## config.mk

```make
export PLATFORM = sky130hd
export DESIGN_NAME = i2c_addr_match
export DESIGN_NICKNAME = d
export VERILOG_FILES = /design/src/rtl/i2c_am_pkg.sv /design/src/rtl/i2c_am_sync.sv /design/src/rtl/i2c_am_rx.sv /design/src/rtl/i2c_am_cmp.sv /design/src/rtl/i2c_addr_match.sv
export SDC_FILE = /design/constraint.sdc
export NUM_CORES = 1
export LEC_CHECK = 0
export ABC_AREA = 1
export BUFFER_PORTS_ARGS = -buffer_cell sky130_fd_sc_hd__buf_2
export CAP_MARGIN = 5
export CORE_UTILIZATION = 30
export DETAILED_ROUTE_END_ITERATION = 10
export PLACE_DENSITY = 0.51
export RECOVER_POWER = 50
export SYNTH_ARGS = -nofsm -noshare
export SYNTH_HDL_FRONTEND = slang
export SYNTH_SLANG_ARGS = --single-unit
```

## constraint.sdc

```tcl
create_clock -name clk -period 2.5 [get_ports clk]
set_input_delay 0.25 -clock clk [delete_from_list [all_inputs] [get_ports clk]]
set_output_delay 0.25 -clock clk [all_outputs]
set_load 0.02 [all_outputs]
```

## src/rtl/i2c_am_pkg.sv

```systemverilog
package i2c_am_pkg;
    typedef enum logic [2:0] {
        ST_IDLE,
        ST_BYTE1,
        ST_ACK1,
        ST_BYTE2,
        ST_HOLD
    } am_state_t;

    localparam int         ADDR_W     = 10;
    localparam logic [4:0] TEN_PREFIX = 5'b11110;
    localparam logic [6:0] DEVID_ADDR = 7'b1111100;
    localparam logic [6:0] HOST_ADDR  = 7'b0001000;
    localparam logic [7:0] GCALL_BYTE = 8'h00;
endpackage

```

## src/rtl/i2c_am_sync.sv

```systemverilog
module i2c_am_sync (
    input  logic clk,
    input  logic rst_n,
    input  logic scl_i,
    input  logic sda_i,
    output logic scl_rise,
    output logic sda_s,
    output logic start_s,
    output logic stop_s
);
    logic [1:0] scl_ff;
    logic [1:0] sda_ff;
    logic       scl_d;
    logic       sda_d;

    always_ff @(posedge clk or negedge rst_n) begin
        if (!rst_n) begin
            scl_ff <= 2'b11;
            sda_ff <= 2'b11;
            scl_d  <= 1'b1;
            sda_d  <= 1'b1;
        end else begin
            scl_ff <= {scl_ff[0], scl_i};
            sda_ff <= {sda_ff[0], sda_i};
            scl_d  <= scl_ff[1];
            sda_d  <= sda_ff[1];
        end
    end

    assign sda_s    = sda_ff[1];
    assign scl_rise = scl_ff[1] & ~scl_d;
    assign start_s  = scl_ff[1] & scl_d & sda_d & ~sda_ff[1];
    assign stop_s   = scl_ff[1] & scl_d & ~sda_d & sda_ff[1];
endmodule

```

## src/rtl/i2c_am_rx.sv

```systemverilog
module i2c_am_rx #(
    parameter int BITS = 8
) (
    input  logic            clk,
    input  logic            rst_n,
    input  logic            clr,
    input  logic            take,
    input  logic            sda,
    output logic [BITS-1:0] byte_o,
    output logic            done_o
);
    localparam int CW = $clog2(BITS);
    localparam logic [CW-1:0] LAST = CW'(BITS - 1);

    logic [CW-1:0]   cnt;
    logic [BITS-1:0] sh;

    always_ff @(posedge clk or negedge rst_n) begin
        if (!rst_n) begin
            cnt    <= '0;
            sh     <= '0;
            done_o <= 1'b0;
        end else if (clr) begin
            cnt    <= '0;
            done_o <= 1'b0;
        end else if (take) begin
            sh <= {sh[BITS-2:0], sda};
            if (cnt == LAST) begin
                cnt    <= '0;
                done_o <= 1'b1;
            end else begin
                cnt    <= cnt + 1'b1;
                done_o <= 1'b0;
            end
        end else begin
            done_o <= 1'b0;
        end
    end

    assign byte_o = sh;
endmodule

```

## src/rtl/i2c_am_cmp.sv

```systemverilog
module i2c_am_cmp
    import i2c_am_pkg::*;
#(
    parameter int NSLOT = 3
) (
    input  logic [7:0]              byte_i,
    input  logic [NSLOT-1:0]        slot_en,
    input  logic [NSLOT-1:0]        slot_ten,
    input  logic [ADDR_W*NSLOT-1:0] slot_addr,
    input  logic [NSLOT-1:0]        cand_i,
    output logic [NSLOT-1:0]        hit7,
    output logic [NSLOT-1:0]        hit10hi,
    output logic [NSLOT-1:0]        hit10lo,
    output logic                    is_pfx,
    output logic                    is_gc,
    output logic                    is_dev,
    output logic                    is_host
);
    assign is_pfx  = (byte_i[7:3] == TEN_PREFIX);
    assign is_gc   = (byte_i == GCALL_BYTE);
    assign is_dev  = (byte_i[7:1] == DEVID_ADDR);
    assign is_host = (byte_i[7:1] == HOST_ADDR);

    for (genvar i = 0; i < NSLOT; i++) begin : g_slot
        logic [ADDR_W-1:0] a;
        assign a          = slot_addr[ADDR_W*i +: ADDR_W];
        assign hit7[i]    = slot_en[i] & ~slot_ten[i] & ~is_pfx & (byte_i[7:1] == a[6:0]);
        assign hit10hi[i] = slot_en[i] & slot_ten[i] & is_pfx & (byte_i[2:1] == a[9:8]);
        assign hit10lo[i] = cand_i[i] & slot_en[i] & (byte_i == a[7:0]);
    end
endmodule

```

## src/rtl/i2c_addr_match.sv

```systemverilog
module i2c_addr_match
    import i2c_am_pkg::*;
#(
    parameter  int NSLOT = 3,
    localparam int SW    = (NSLOT > 1) ? $clog2(NSLOT) : 1
) (
    input  logic                    clk,
    input  logic                    rst_n,
    input  logic                    scl_i,
    input  logic                    sda_i,
    input  logic [NSLOT-1:0]        slot_en,
    input  logic [NSLOT-1:0]        slot_ten,
    input  logic [ADDR_W*NSLOT-1:0] slot_addr,
    input  logic                    gc_en,
    input  logic                    devid_en,
    input  logic                    host_en,
    output logic                    start_pulse,
    output logic                    rstart_pulse,
    output logic                    stop_pulse,
    output logic                    match_pulse,
    output logic [SW-1:0]           match_slot,
    output logic                    match_rw,
    output logic                    gc_hit,
    output logic                    devid_hit,
    output logic                    host_hit
);
    logic scl_rise, sda_s, start_s, stop_s;
    logic rx_clr, rx_take, rx_done;
    logic [7:0] rx_byte;
    logic [NSLOT-1:0] hit7, hit10hi, hit10lo, cand_q;
    logic is_pfx, is_gc, is_dev, is_host;
    logic busy_q, armed_v;
    logic [SW-1:0] armed_slot, p7, plo;
    logic in_byte, rw_bit;
    am_state_t state, nstate;

    i2c_am_sync u_sync (
        .clk(clk), .rst_n(rst_n), .scl_i(scl_i), .sda_i(sda_i),
        .scl_rise(scl_rise), .sda_s(sda_s), .start_s(start_s), .stop_s(stop_s)
    );

    assign in_byte = (state == ST_BYTE1) || (state == ST_BYTE2);
    assign rx_clr  = ~in_byte | start_s | stop_s;
    assign rx_take = scl_rise & in_byte;

    i2c_am_rx #(.BITS(8)) u_rx (
        .clk(clk), .rst_n(rst_n), .clr(rx_clr), .take(rx_take),
        .sda(sda_s), .byte_o(rx_byte), .done_o(rx_done)
    );

    i2c_am_cmp #(.NSLOT(NSLOT)) u_cmp (
        .byte_i(rx_byte), .slot_en(slot_en), .slot_ten(slot_ten),
        .slot_addr(slot_addr), .cand_i(cand_q),
        .hit7(hit7), .hit10hi(hit10hi), .hit10lo(hit10lo),
        .is_pfx(is_pfx), .is_gc(is_gc), .is_dev(is_dev), .is_host(is_host)
    );

    assign rw_bit = rx_byte[0];

    always_comb begin
        p7  = '0;
        plo = '0;
        for (int i = NSLOT - 1; i >= 0; i--) begin
            if (hit7[i])    p7  = SW'(i);
            if (hit10lo[i]) plo = SW'(i);
        end
    end

    // state register
    always_ff @(posedge clk or negedge rst_n) begin
        if (!rst_n) state <= ST_IDLE;
        else        state <= nstate;
    end

    // next state
    always_comb begin
        nstate = state;
        if (start_s) begin
            nstate = ST_BYTE1;
        end else if (stop_s) begin
            nstate = ST_IDLE;
        end else begin
            unique case (state)
                ST_IDLE:  nstate = ST_IDLE;
                ST_BYTE1: if (rx_done)
                              nstate = (is_pfx && !rw_bit && (|hit10hi)) ? ST_ACK1 : ST_HOLD;
                ST_ACK1:  if (scl_rise) nstate = ST_BYTE2;
                ST_BYTE2: if (rx_done) nstate = ST_HOLD;
                ST_HOLD:  nstate = ST_HOLD;
                default:  nstate = ST_IDLE;
            endcase
        end
    end

    // outputs and address-phase state
    always_ff @(posedge clk or negedge rst_n) begin
        if (!rst_n) begin
            start_pulse  <= 1'b0;
            rstart_pulse <= 1'b0;
            stop_pulse   <= 1'b0;
            match_pulse  <= 1'b0;
            match_slot   <= '0;
            match_rw     <= 1'b0;
            gc_hit       <= 1'b0;
            devid_hit    <= 1'b0;
            host_hit     <= 1'b0;
            busy_q       <= 1'b0;
            armed_v      <= 1'b0;
            armed_slot   <= '0;
            cand_q       <= '0;
        end else begin
            start_pulse  <= start_s & ~busy_q;
            rstart_pulse <= start_s & busy_q;
            stop_pulse   <= stop_s;
            match_pulse  <= 1'b0;
            gc_hit       <= 1'b0;
            devid_hit    <= 1'b0;
            host_hit     <= 1'b0;
            if (start_s) busy_q <= 1'b1;
            else if (stop_s) busy_q <= 1'b0;

            if (stop_s) begin
                armed_v <= 1'b0;
                cand_q  <= '0;
            end else if (start_s) begin
                cand_q <= '0;
                if (!busy_q) armed_v <= 1'b0;
            end else if (state == ST_BYTE1 && rx_done) begin
                match_rw <= rw_bit;
                armed_v  <= 1'b0;
                if (is_pfx) begin
                    if (!rw_bit) begin
                        cand_q <= hit10hi;
                    end else if (armed_v && hit10hi[armed_slot]) begin
                        match_pulse <= 1'b1;
                        match_slot  <= armed_slot;
                    end
                end else begin
                    if (|hit7) begin
                        match_pulse <= 1'b1;
                        match_slot  <= p7;
                    end
                    gc_hit    <= gc_en & is_gc;
                    devid_hit <= devid_en & is_dev;
                    host_hit  <= host_en & is_host;
                end
            end else if (state == ST_BYTE2 && rx_done) begin
                cand_q <= '0;
                if (|hit10lo) begin
                    match_pulse <= 1'b1;
                    match_slot  <= plo;
                    armed_v     <= 1'b1;
                    armed_slot  <= plo;
                end
            end
        end
    end

    a_r1_cond_exclusive: assert property (@(posedge clk) disable iff (!rst_n)
        $onehot0({start_pulse, rstart_pulse, stop_pulse}));

    a_r10_stop_abandons: assert property (@(posedge clk) disable iff (!rst_n)
        stop_s |=> (state == ST_IDLE));

    a_r10_start_recaptures: assert property (@(posedge clk) disable iff (!rst_n)
        start_s |=> (state == ST_BYTE1));

    a_r3_match_enabled_slot: assert property (@(posedge clk) disable iff (!rst_n)
        match_pulse |-> slot_en[match_slot]);

    a_r7_gc_write_only: assert property (@(posedge clk) disable iff (!rst_n)
        gc_hit |-> !match_rw);

    a_r6_read_needs_arm: assert property (@(posedge clk) disable iff (!rst_n)
        (match_pulse && match_rw && slot_ten[match_slot]) |-> $past(armed_v));
endmodule

```

==> results.txt <==
----------------------------------------------------
[Logic synthesis]
  Post-synthesis async set-or-reset flop share ... 100%
  Distinct cell type count of the synthesized netlist ... 39
  Number of warning messages in the yosys log ... 0
  Synth top area share ... 28.0%
  Most frequently used flop master after synthesis ... dfrtp_1
  Most instantiated cells after synthesis ... nand2_1, inv_1, nor2_1
  Synth top area cells ... dfrtp_1, nand2_1, inv_1
  Synthesized net count ... 450
  Post-synthesis instance area ... 2860 um2
  Number of synthesized flops with an enable pin ... 0
  Post-synthesis sequential element count ... 38
  Cell with the most instances after synthesis ... nand2_1
  Yosys top cell by area ... dfrtp_1
  Register area share after synthesis ... 33.6%
  Number of instances in the synthesized netlist ... 405
  Mean instance size in the synthesized netlist ... 7.05 um2

[STA]
  Worst-case clock skew ... 0.00625 ns
  Hold violation total from the final report ... 0
  Final setup vio count ... 0
  Portion of the clock cycle consumed by the worst path in the final layout ... 77.9%
  Unrepaired setup endpoints after global routing ... no
  Total Neg Setup Slack ... 0 ns
  Actual transition at the worst max-transition pin ... 2.09 ns
  Shortest clock period the worst path allows after layout ... 1.95 ns
  Pins Over Slew Limit ... 39
  Achievable clock frequency ... 513 MHz
  Rel. slew slack ... -39.6%

[Hold path]
  Class of the worst hold path ... input port to register

[Routing]
  Avg WL per Cell ... 12.9 um
  Number of antenna-violating nets in the routed design ... 0
  Drt pass-1 iters ... 4
  Via Count ... 2634
  Detail-routed via count per cell ... 4.49
  Number of violations reported at the end of detailed-routing iteration 0 ... 91
  Total wire length after detailed routing ... 7.59 mm
  Residual DRC ... 0

[Pwr]
  Clock power share ... 32.6%
  Power per cell area ... 583 nW/um2
  Internal cell power ... 1.25 mW
  Fraction of power spent switching nets ... 35.6%
  IR Drop Worst-Case VDD ... 0.303 mV
  Final total power ... 1.95 mW
  Combinational share of power ... 27.6%
  Total leakage power ... 1.73 nW
  P_sw ... 694 uW
  Portion of total power attributed to sequential cells ... 39.8%

[Setup path]
  Max FO, Critical Path ... 12
  Critical path arrival ... 2.13 ns
  Element type at the critical path start ... register
  Critical-path top delay cell ... dfrtp_1
  Kind of capture point of the worst setup path ... register
  Maximum cell stage delay along the critical path ... 0.68 ns
  Data required, critical path ... 2.69 ns
  CP Class ... register to register
  Critical-path cell list ... inv_2, nand2_1, nand4_1, nor2_1, nand3_1, nand2_1, nor2_1, nor2_2, nand3_2, nand2_1, nand2_1
  Cell with the most instances on the worst path ... nand2_1

[Clock tree]
  Clock-pin slew on the worst setup and hold paths ... 0.08 ns
  Number of setup buffers added after CTS ... 0
  Quantity of gates resized following cts ... 0
  TritonCTS clock tree ... done
  Number of sinks handled by clock tree synthesis ... 38
  Hold bufs inserted after CTS ... 0
  Number of buffers created by CTS ... 5
  Clock tree root buffer cell ... clkbuf_8
  Number of buffers on the longest clock path ... 2
  Insertion delay of the later-clocked pin in the worst-skew pair ... 0.29 ns
  H-Tree Depth ... 2

[Placement]
  Global placement routability congestion ... 0.844
  Cell count after placement ... 579
  HPWL after detailed placement ... 5.98 mm
  Count of buffers inserted at the top-level ports ... 52

[Global route]
  Maximum number of pins on one net before global-route repair ... 39
  Overall overflow remaining after global route ... 0
  Number of antenna violations at the first check in global routing ... 0
  Overall global routing resource usage ... 16.6%
  Global-route wire length before repair ... 12.8 mm
  Vias in the first global route ... 2652

[Status]
  Status ... finished with violations
  Violations in the final reports ... capacitance limit, slew limit

[Layout]
  Net count reported at finish ... 502
  Area of combinational cells with multiple inputs ... 1550 um2
  Growth of design area from synthesis to finish ... 17.0%
  Post-layout instance count excluding filler cells ... 587
  Storage element area ... 958 um2
  Share of layout cells above drive strength 1 ... 25.5%
  Number of filler instances in the final layout ... 999
  Ant diodes ... 0

[Job]
  Max-cap violation count ... 1

[Floorplan]
  Number of top-level design ports ... 53
  Die Area ... 9920 um2
  Chip Height ... 99.6 um
  Total core area ... 9240 um2
  Initial standard-cell utilization of the core ... 30.9%
  FP Rows ... 35
  Horizontal die dimension ... 99.6 um

----------------------------------------------------
[layer usage]
metal  global-route usage (%)  vias to the layer above  share of wire (%)
met4                     6.90                        0                2.9
met3                     2.60                       14                4.3
met2                     26.9                       62                 45
met5                        0                        -                  0
li1                         -                     1368                  -
met1                     22.1                     1190                 48
[placed cells by master (no fill, tap or decap), types with 5 or more instances in the layout]
master    count
nand2_1     124
inv_1        51
buf_2        51
nor2_1       40
dfrtp_1      32
nand3_1      24
o21ai_0      13
xnor2_1      12
inv_2        11
nand4_1       8
nand2_2       7
nor3_1        7
nor2_4        6
nand3_2       5
nor2_2        5
xor2_1        5
a21oi_1       5
clkbuf_8      5
[worst max-delay path, delay by kind of cell, from the launching register on]
family / cells / cell delay [ns]
buffers and inverters: 1 / 0.22
DFF: 1 / 0.68
and+or+nand+nor: 10 / 0.94
[through the flow]
stage / hold slack [ns] / util, % / setup slack, ns / instance area [um2]
6_report: 0.0464 / 36.2 / 0.552 / 3340
5_1_grt: 0.0233 / 36.2 / 0.282 / 3340
4_1_cts: 0.0334 / 36.2 / 0.527 / 3340
3_5_place_dp: 0.349 / 34.7 / 0.561 / 3210
3_3_place_gp: 0.346 / 34.7 / 0.564 / 3210
2_1_floorplan: -0.0456 / - / 1.06 / 2860
[registers in the layout, indices dropped and copies added (netlist names), 2 cells and up]
name / count
u_sync.sda_ff: 2
u_sync.scl_ff: 2
state: 3
armed_slot: 2
u_rx.cnt: 3
u_rx.byte_o: 8
cand_q: 3
match_slot: 2
[area by class of cell]
type / instances / share of cell area [%]
tap: 129 / 4.83
timing repair buffer: 54 / 8.20
clock inverter: 3 / 2.06
sequential: 38 / 28.7
multi-input combinational: 292 / 46.5
clock buffer: 5 / 2.06
inverter: 66 / 7.71
[final timing paths]
| kind | from | end | slack [ns] | cells past startpoint |
|---|---|---|---|---|
| setup / recovery | u_rx.byte_o[2] | match_slot[0] | 0.55 | 11 |
| min in group asynchronous | rst_n | rstart_pulse | 0.56 | 1 |
| hold reg to reg | u_sync.scl_ff[0] | u_sync.scl_ff[1] | 0.36 | 0 |
| max in group asynchronous | rst_n | host_hit | 0.74 | 1 |
| setup reg to reg | u_rx.byte_o[2] | match_slot[0] | 0.55 | 11 |
| hold / removal | sda_i | u_sync.sda_ff[0] | 0.05 | 1 |
[kinds of logic after synthesis]
group	after synthesis	share of synthesized area (%)
compound gates	35	7.67
xor+xnor	17	5.21
fa+ha+maj	2	0.876
buf+inv	75	12.0
flops	38	33.6
simple gates	238	40.6
[power by group through the flow]
stage / logic [mW] / registers (mW) / clock network, mW
2_1_floorplan: 0.448 / 0.714 / 0
3_3_place_gp: 0.538 / 0.787 / 0
3_5_place_dp: 0.541 / 0.787 / 0
4_1_cts: 0.545 / 0.777 / 0.656
5_1_grt: 0.616 / 0.786 / 0.682
6_report: 0.538 / 0.776 / 0.635
No activity file was read; power rests on OpenSTA's default activity.
